==> src/rtl/bxp_pkg.sv <==
package bxp_pkg;

    typedef enum logic {
        DIR_TX = 1'b0,
        DIR_RX = 1'b1
    } xfer_dir_e;

    typedef enum logic {
        LANE_LO = 1'b0,
        LANE_HI = 1'b1
    } lane_e;

    typedef struct packed {
        logic [7:0] hi;
        logic [7:0] lo;
    } word_t;

endpackage

==> src/rtl/bxp_counters.sv <==
module bxp_counters #(
    parameter int FIELD_W = 11
) (
    input  logic               clk,
    input  logic               rst,
    input  logic               len_we,
    input  logic               cnt_we,
    input  logic [FIELD_W-1:0] wdata,
    input  logic               step,
    output logic [FIELD_W:0]   byte_left,
    output logic [FIELD_W:0]   blk_left,
    output logic               last_byte,
    output logic               final_byte
);
    localparam int CW = FIELD_W + 1;
    localparam logic [CW-1:0] ONE = CW'(1);

    logic [CW-1:0] byte_len_q, blk_len_q, byte_cnt_q, blk_cnt_q;
    logic [CW-1:0] decoded;

    assign decoded = {1'b0, wdata} + ONE;

    always_ff @(posedge clk) begin
        if (rst) begin
            byte_len_q <= ONE;
            blk_len_q  <= ONE;
            byte_cnt_q <= ONE;
            blk_cnt_q  <= ONE;
        end else if (len_we) begin
            byte_len_q <= decoded;
            byte_cnt_q <= decoded;
        end else if (cnt_we) begin
            blk_len_q  <= decoded;
            blk_cnt_q  <= decoded;
            byte_cnt_q <= byte_len_q;
        end else if (step) begin
            if (byte_cnt_q == ONE) begin
                byte_cnt_q <= byte_len_q;
                if (blk_cnt_q == ONE) begin
                    blk_cnt_q <= blk_len_q;
                end else begin
                    blk_cnt_q <= blk_cnt_q - ONE;
                end
            end else begin
                byte_cnt_q <= byte_cnt_q - ONE;
            end
        end
    end

    assign byte_left  = byte_cnt_q;
    assign blk_left   = blk_cnt_q;
    assign last_byte  = (byte_cnt_q == ONE);
    assign final_byte = last_byte && (blk_cnt_q == ONE);
endmodule

==> src/rtl/bxp_rx_pack.sv <==
module bxp_rx_pack
    import bxp_pkg::*;
#(
    parameter int FILL_W = 7
) (
    input  logic              clk,
    input  logic              rst,
    input  logic              clear,
    input  logic              enable,
    input  logic              byte_valid,
    input  logic [7:0]        byte_data,
    input  logic              last_byte,
    input  logic [FILL_W-1:0] fill,
    input  logic [FILL_W-1:0] af_level,
    output logic              ready,
    output logic              take,
    output logic              push,
    output word_t             push_word
);
    lane_e      lane_q;
    logic [7:0] low_q;
    logic       paused;

    assign paused = (fill > af_level);
    assign ready  = enable && ((lane_q == LANE_HI) || !paused);
    assign take   = ready && byte_valid;
    assign push   = take && ((lane_q == LANE_HI) || last_byte);

    always_comb begin
        if (lane_q == LANE_HI) begin
            push_word.lo = low_q;
            push_word.hi = byte_data;
        end else begin
            push_word.lo = byte_data;
            push_word.hi = 8'h00;
        end
    end

    always_ff @(posedge clk) begin
        if (rst || clear) begin
            lane_q <= LANE_LO;
            low_q  <= 8'h00;
        end else if (take) begin
            if ((lane_q == LANE_LO) && !last_byte) begin
                lane_q <= LANE_HI;
                low_q  <= byte_data;
            end else begin
                lane_q <= LANE_LO;
            end
        end
    end
endmodule

==> src/rtl/bxp_tx_unpack.sv <==
module bxp_tx_unpack
    import bxp_pkg::*;
#(
    parameter int FILL_W = 7
) (
    input  logic              clk,
    input  logic              rst,
    input  logic              clear,
    input  logic              enable,
    input  word_t             head,
    input  logic [FILL_W-1:0] fill,
    input  logic              card_ready,
    input  logic              last_byte,
    output logic              valid,
    output logic [7:0]        data,
    output logic              take,
    output logic              pop
);
    lane_e lane_q;

    assign valid = enable && (fill != '0);
    assign data  = (lane_q == LANE_HI) ? head.hi : head.lo;
    assign take  = valid && card_ready;
    assign pop   = take && ((lane_q == LANE_HI) || last_byte);

    always_ff @(posedge clk) begin
        if (rst || clear) begin
            lane_q <= LANE_LO;
        end else if (take) begin
            if ((lane_q == LANE_LO) && !last_byte) begin
                lane_q <= LANE_HI;
            end else begin
                lane_q <= LANE_LO;
            end
        end
    end
endmodule

==> src/rtl/bxp_engine.sv <==
module bxp_engine
    import bxp_pkg::*;
#(
    parameter int FIELD_W = 11,
    parameter int FILL_W  = 7
) (
    input  logic               clk,
    input  logic               rst,
    input  logic               cfg_len_we,
    input  logic               cfg_cnt_we,
    input  logic [FIELD_W-1:0] cfg_wdata,
    input  logic               xfer_start,
    input  logic               xfer_dir_rx,
    input  logic               card_rx_valid,
    input  logic [7:0]         card_rx_data,
    output logic               card_rx_ready,
    output logic               card_tx_valid,
    output logic [7:0]         card_tx_data,
    input  logic               card_tx_ready,
    output logic               buf_push,
    output logic [15:0]        buf_push_data,
    output logic               buf_pop,
    input  logic [15:0]        buf_head,
    input  logic [FILL_W-1:0]  buf_fill,
    input  logic [FILL_W-1:0]  buf_af_level,
    output logic [FIELD_W:0]   len_left,
    output logic [FIELD_W:0]   cnt_left,
    output logic               xfer_active,
    output logic               xfer_done
);
    logic      active_q, done_q;
    xfer_dir_e dir_q;
    logic      rx_en, tx_en, rx_take, tx_take, step;
    logic      last_byte, final_byte;
    word_t     rx_word;

    assign rx_en = active_q && (dir_q == DIR_RX);
    assign tx_en = active_q && (dir_q == DIR_TX);
    assign step  = rx_take || tx_take;

    bxp_counters #(.FIELD_W(FIELD_W)) u_cnt (
        .clk        (clk),
        .rst        (rst),
        .len_we     (cfg_len_we),
        .cnt_we     (cfg_cnt_we),
        .wdata      (cfg_wdata),
        .step       (step),
        .byte_left  (len_left),
        .blk_left   (cnt_left),
        .last_byte  (last_byte),
        .final_byte (final_byte)
    );

    bxp_rx_pack #(.FILL_W(FILL_W)) u_rx (
        .clk        (clk),
        .rst        (rst),
        .clear      (xfer_start),
        .enable     (rx_en),
        .byte_valid (card_rx_valid),
        .byte_data  (card_rx_data),
        .last_byte  (last_byte),
        .fill       (buf_fill),
        .af_level   (buf_af_level),
        .ready      (card_rx_ready),
        .take       (rx_take),
        .push       (buf_push),
        .push_word  (rx_word)
    );

    assign buf_push_data = rx_word;

    bxp_tx_unpack #(.FILL_W(FILL_W)) u_tx (
        .clk        (clk),
        .rst        (rst),
        .clear      (xfer_start),
        .enable     (tx_en),
        .head       (word_t'(buf_head)),
        .fill       (buf_fill),
        .card_ready (card_tx_ready),
        .last_byte  (last_byte),
        .valid      (card_tx_valid),
        .data       (card_tx_data),
        .take       (tx_take),
        .pop        (buf_pop)
    );

    always_ff @(posedge clk) begin
        if (rst) begin
            active_q <= 1'b0;
            dir_q    <= DIR_TX;
            done_q   <= 1'b0;
        end else begin
            done_q <= step && final_byte;
            if (xfer_start) begin
                active_q <= 1'b1;
                dir_q    <= xfer_dir_rx ? DIR_RX : DIR_TX;
            end else if (step && final_byte) begin
                active_q <= 1'b0;
            end
        end
    end

    assign xfer_active = active_q;
    assign xfer_done   = done_q;
endmodule

==> config.mk <==
export PLATFORM = sky130hd
export DESIGN_NAME = bxp_engine
export DESIGN_NICKNAME = d
export VERILOG_FILES = /design/src/rtl/bxp_pkg.sv /design/src/rtl/bxp_counters.sv /design/src/rtl/bxp_rx_pack.sv /design/src/rtl/bxp_tx_unpack.sv /design/src/rtl/bxp_engine.sv
export SDC_FILE = /design/constraint.sdc
export NUM_CORES = 1
export LEC_CHECK = 0
export ABC_AREA = 0
export BUFFER_PORTS_ARGS = -buffer_cell sky130_fd_sc_hd__buf_2
export CAP_MARGIN = 5
export CORE_MARGIN = 2
export CORE_UTILIZATION = 45
export DETAILED_ROUTE_END_ITERATION = 6
export PLACE_DENSITY = 0.82
export SLEW_MARGIN = 30
export SYNTH_ARGS = -nofsm -noshare
export SYNTH_HDL_FRONTEND = slang
export SYNTH_SLANG_ARGS = --single-unit
==> constraint.sdc <==
create_clock -name clk -period 2.2 [get_ports clk]
set_clock_uncertainty 0.1 [all_clocks]
set_input_delay 0 -clock clk [delete_from_list [all_inputs] [get_ports clk]]
set_output_delay 0 -clock clk [all_outputs]
set_load 0.05 [all_outputs]
# == After elaboration in Yosys (flattened, before gate mapping) ==
# Cells that the tools add are included.
# word_totals
reg_bits,61
inputBits,57
output_inout_bits,54
wordCells,62
# op_classes
add_sub_neg,3
magnitude_cmp,1
eq_ne,2
mux,15
bitwise,4
reduce_logical,27
# ops
cell,n
12-bit 2-to-1 mux,8
"12-bit by 1-bit == test with 1-bit output, second input constant",2
"12-bit by 1-bit subtractor with 12-bit output, second input constant",2
16-bit 2-to-1 mux,1
"11-bit by 1-bit adder with 12-bit output, second input constant",1
1-bit logical AND,12
8-bit 2-to-1 mux,1
7-bit greater-than comparator,1
7-bit nonzero test,1
2-bit nonzero test,3
1-bit logical OR,5
1-bit 2-to-1 mux,5
1-bit inverter,4
2-bit AND reduction,2
3-bit AND reduction,1
3-bit nonzero test,1
1-bit logical NOT,2

# == Logic depth before layout (Yosys ltp) ==
# logic_depth
ltp_word,9
ltp_mapped,10
depth_no_buf,8

# == By module ==
# A second synthesis with hierarchy kept.
# hier_totals
hier_cells,467
area_unflattened_um2,3793.6
# by_module_without_submodules
mod,n_inst,cells_each,area_per_inst_um2,seq_area_each_um2
bxp_counters,1,346,2771.4,960.9
bxp_rx_pack,1,87,711.9,180.2
bxp_tx_unpack,1,21,183.9,20.0
bxp_engine,1,13,126.4,60.1

# == Worst setup path after synthesis ==
# Ideal clock, no wire load.
# synth_path
path_kind,reg2out
start,"reg u_cnt.byte_cnt_q[0], in the netlist u_cnt.byte_left[0]"
end,out buf_push
arrival_time_ps,2684
required_time_ps,2100
setup_slack_ps,-584
stages_incl_launch_ff,6
n_path_buf,0
path_cell_list,dfxtp_1 ha_1 nor3b_1 and4_1 nor2_1 nor3b_1
# synth_between
elab_chain_len,3
# synth_rtl
element,line_no,rtl
start: declaration,bxp_counters.sv:18,"logic [CW-1:0] byte_len_q, blk_len_q, byte_cnt_q, blk_cnt_q;"
start signal: assignment,bxp_counters.sv:31,byte_cnt_q <= decoded;
start signal: assignment,bxp_counters.sv:35,byte_cnt_q <= byte_len_q;
start signal: assignment,bxp_counters.sv:38,byte_cnt_q <= byte_len_q;
12-bit by 1-bit == test with 1-bit output,bxp_counters.sv:52,assign last_byte = (byte_cnt_q == ONE);
1-bit logical OR,bxp_rx_pack.sv:27,assign push = take && ((lane_q == LANE_HI) || last_byte);
1-bit logical AND,bxp_rx_pack.sv:27,
end: declaration,bxp_engine.sv:20,"output logic buf_push,"
# Every way passes these cells.

# == Worst setup path after layout ==
# layout_path
start,"reg u_cnt.byte_cnt_q[1], in the netlist u_cnt.byte_left[1]"
end,out buf_push
# Same word-level chain as after synthesis.

==> key figures <==
Status
  • Outcome: completed

Run
  • Max-cap violation count: 0

Logic synthesis
  • Synth cell types: 55
  • Syn avg cell area: 8.26 sq um
  • XOR/XNOR Fraction of Synth Area: 5.14%
  • Yosys warns: 0
  • Top-count cell post-synth: dfxtp_1
  • Number of synthesized flops with an enable pin: 0
  • Synth cell count leaders: dfxtp_1, nor2_1, a21oi_1
  • Proportion of synthesized area in mux cells: 8.84%
  • Asr flop ratio synth: 0%
  • Post-synthesis simple-gate area fraction: a little over a fifth
  • Largest family of logic cells by synthesized area: compound AO/OA/AOI/OAI gates
  • Synth area leader: dfxtp_1
  • Main synth FF type: dfxtp_1
  • Register area share after synthesis: 32.6%
  • Top cells by area, synth: dfxtp_1, mux2_2, a21oi_1
  • Post-Synth Adder-Cell Area: 4.00%
  • Post-synth top area share: 32.6%
  • Seq cells post-synth: approximately 60
  • Syn_nets: 523
  • Post-synthesis cell count: 454
  • Compound-Gate Fraction of Synth Area: between 20% and 30%
  • Syn Std Cell Area: 3750 sq um

Critical path
  • Crit path max-delay family: simple AND/OR/NAND/NOR gates
  • CP max-delay cell: dfxtp_2
  • CP Cell Sequence: inv_1 > ha_2 > nor3b_4 > and4_4 > nor2_1 > nor3b_2 > buf_6
  • Arrival @ worst endpoint: 2040 ps
  • Worst-path maximum fanout: 4
  • Crit Path Class: reg2out
  • Buf/Inv on CP: 2
  • RR Startpoint: u_cnt.blk_left[2]
  • Reg-to-reg slack, setup: 70 ps
  • Register-to-Register Path Depth: 7
  • CP startpoint kind: flop
  • CP peak stage delay: 340 ps
  • CP Data Required Time: 2100 ps
  • Reg2reg end: u_cnt.blk_left[3]
  • Worst setup EP type: output port

GRT
  • Largest net degree at the start of global routing: 50
  • Initial antenna violation count: 0
  • Vias in the first global route: 3816
  • GRT overflow: 0
  • GRT Resource Usage Total: 25.5%
  • First-pass GRT wire length: 18200 um

STA
  • Setup TNS: 0 ps
  • Hold Vio Cnt, Final: 0
  • Max_slew headroom: 43.5%
  • Max frequency: 468 MHz
  • Pins over their slew limit: 0
  • Tcrit/Tclk final: 97.2%
  • Final Setup Violations: 0
  • Period minus WS final: 2140 ps
  • Worst-margin pin slew: 847 ps

Finish
  • Register area: 1250 sq um
  • Layout area overhead: 34.0%
  • Share of layout cells above drive strength 1: 36.4%
  • Final Core Density: 61.8%
  • Final Instance Area: between 5000 and 6000 sq um
  • Fillers: 687
  • Number of diodes: 0
  • Fin nets: 660
  • Area of the multi-input gates: 2410 sq um

Clocking
  • CTS clk-pin slew, worst paths: about 80 ps
  • Clk root buf: clkbuf_8
  • Max clock buf depth: 2
  • Clock Sinks: 61
  • CTS tree: done
  • Post-CTS setup-driven buffer insertion count: 0
  • Num CTS Buffers: 9
  • H-tree depth: 3
  • Clock Latency Late Sink: about 350 ps

Route
  • Avg Vias per Cell: between 5 and 6
  • Initial DRC count: 188
  • Routed WL: about 12000 um
  • Residual DRC count: 0
  • Wire per inst: approximately 16 um
  • Final ANT Viol Nets: 0
  • Via count: 4088
  • First-pass iteration count of the detailed router: 5

Floorplanning
  • Core Area: approximately 8000 sq um
  • Die area: 9080 sq um
  • I/O pins: 111
  • Initial core utilization: 46.1%
  • # rows: 33
  • Die height: 95.3 um
  • Die Wd: 95.3 um

Pwr
  • Power Internal: 0.00216 W
  • Gate power share: between 20% and 30%
  • Switching Share: 34.8%
  • Sw power: 0.00115 W
  • Power per Cell Area: ~660 nW/um^2
  • Static Leak: 2.20 nW
  • Clk network pwr share: 33.3%
  • Seq pwr share: 37.2%
  • Peak supply drop: 0.331 mV

Worst hold path
  • Worst hold path depth: 3
  • Hold crit path type: in2reg
  • Min-Delay Endpoint: u_cnt.blk_len_q[6]
  • Worst Hold Launch: cfg_wdata[6]

Placed design
  • Post-DP HPWL: 8170 um
  • Placed cell area: 4600 sq um
  • Gpl congestion: 0.897
  • Port Buffer Count: between 100 and 150
[tightest hold or removal path: cells and delay by family]
kind | cells | cell delay [ps]
xor gates and xnor gates | 1 | 110
AOI/OAI and AO/OA | 1 | 190
buffers and inverters | 1 | 110
[sequential cells by signal, summed over array words and instances, names as in the netlist, 8 cells and up]
register          flops
u_rx.low_q            8
u_cnt.byte_left      12
u_cnt.byte_len_q     12
u_cnt.blk_len_q      12
u_cnt.blk_left       12
[kinds of logic (layout without fill, tap and decap cells)]
| logic type | Yosys count | in the layout |
|---|---|---|
| AO/OA/AOI/OAI | 126 | 126 |
| XOR/XNOR | 22 | 22 |
| adder cells (fa/ha/maj) | 12 | 12 |
| buffers and inverters | 47 | 189 |
| flip-flops | 61 | 61 |
| multiplexers | 31 | 31 |
| AND/OR/NAND/NOR | 155 | 155 |
[cell usage in the layout (no fill, tap or decap), types with 10 or more instances in the layout]
master and n:
a211oi_1 14, ha_1 10, nand3_1 13, o21ai_0 28, dlygate4sd3_1 14, nor3_1 17, inv_1 15, mux2i_1 14
clkbuf_8 10, mux2_2 17, buf_4 31, nand2_1 25, a21oi_1 33, xor2_1 15, a31oi_1 11, nor2_1 44
buf_2 109, dfxtp_1 49
[final cells by class]
type / instances / area share (%)
Clock inverter: 5 / 1.12
Inverter: 16 / 1.20
Sequential cell: 61 / 24.8
Timing Repair Buffer: 157 / 19.1
Tap cell: 105 / 2.61
Multi-Input combinational cell: 346 / 47.9
Clock buffer: 11 / 3.24
[power groups by stage]
| stage | sequential, W | combinational [W] | clock (W) |
|---|---|---|---|
| after floorplan | 0.00136 | 0.000529 | 0 |
| after global placement | 0.00125 | 0.000890 | 0 |
| after detailed placement | 0.00125 | 0.000913 | 0 |
| after CTS | 0.00123 | 0.000951 | 0.00111 |
| after global routing | 0.00124 | 0.00106 | 0.00116 |
| final | 0.00124 | 0.000978 | 0.00110 |
[worst max-delay path by stage]
stage / cells after the start / to / slack [ps] / from
floorplan: 8 / u_cnt.blk_left[0] / -50 / u_cnt.blk_left[6]
finish: 7 / buf_push / 60 / u_cnt.byte_left[1]
CTS: 8 / u_cnt.blk_left[0] / 10 / u_cnt.blk_left[1]
global route: 7 / buf_push / -40 / u_cnt.byte_left[1]
global placement: 8 / u_cnt.blk_left[0] / 80 / u_cnt.blk_left[1]
detailed placement: 8 / u_cnt.blk_left[0] / -60 / u_cnt.blk_left[1]
[metrics by stage]
step           instances  setup slack (ps)  hold slack (ps)  total power, W
2_1_floorplan        454             -45.7             17.4         0.00189
3_3_place_gp         671              78.9              148         0.00214
3_5_place_dp         671             -64.8              157         0.00217
4_1_cts              701              14.4            0.481         0.00329
5_1_grt              701             -39.0             31.1         0.00347
6_report             701              62.3             13.2         0.00332
[per-layer routing]
| metal | vias to the layer above | part of all wire (%) | global-route usage [%] |
|---|---|---|---|
| met5 | - | 0 | 0 |
| met4 | 0 | 2.5 | 11.4 |
| met3 | 23 | 8.3 | 4.58 |
| met2 | 188 | 49 | 44.9 |
| met1 | 1940 | 40 | 30.0 |
| li1 | 1937 | - | - |
[repair_timing]
item,CTS,global route
endpoints found under the hold margin,13,0
gates resized for setup,6,9
endpoints found under the setup margin,2,6
pin swaps,0,5
hold buffers,14,0
Power figures use the tool's default switching activity.
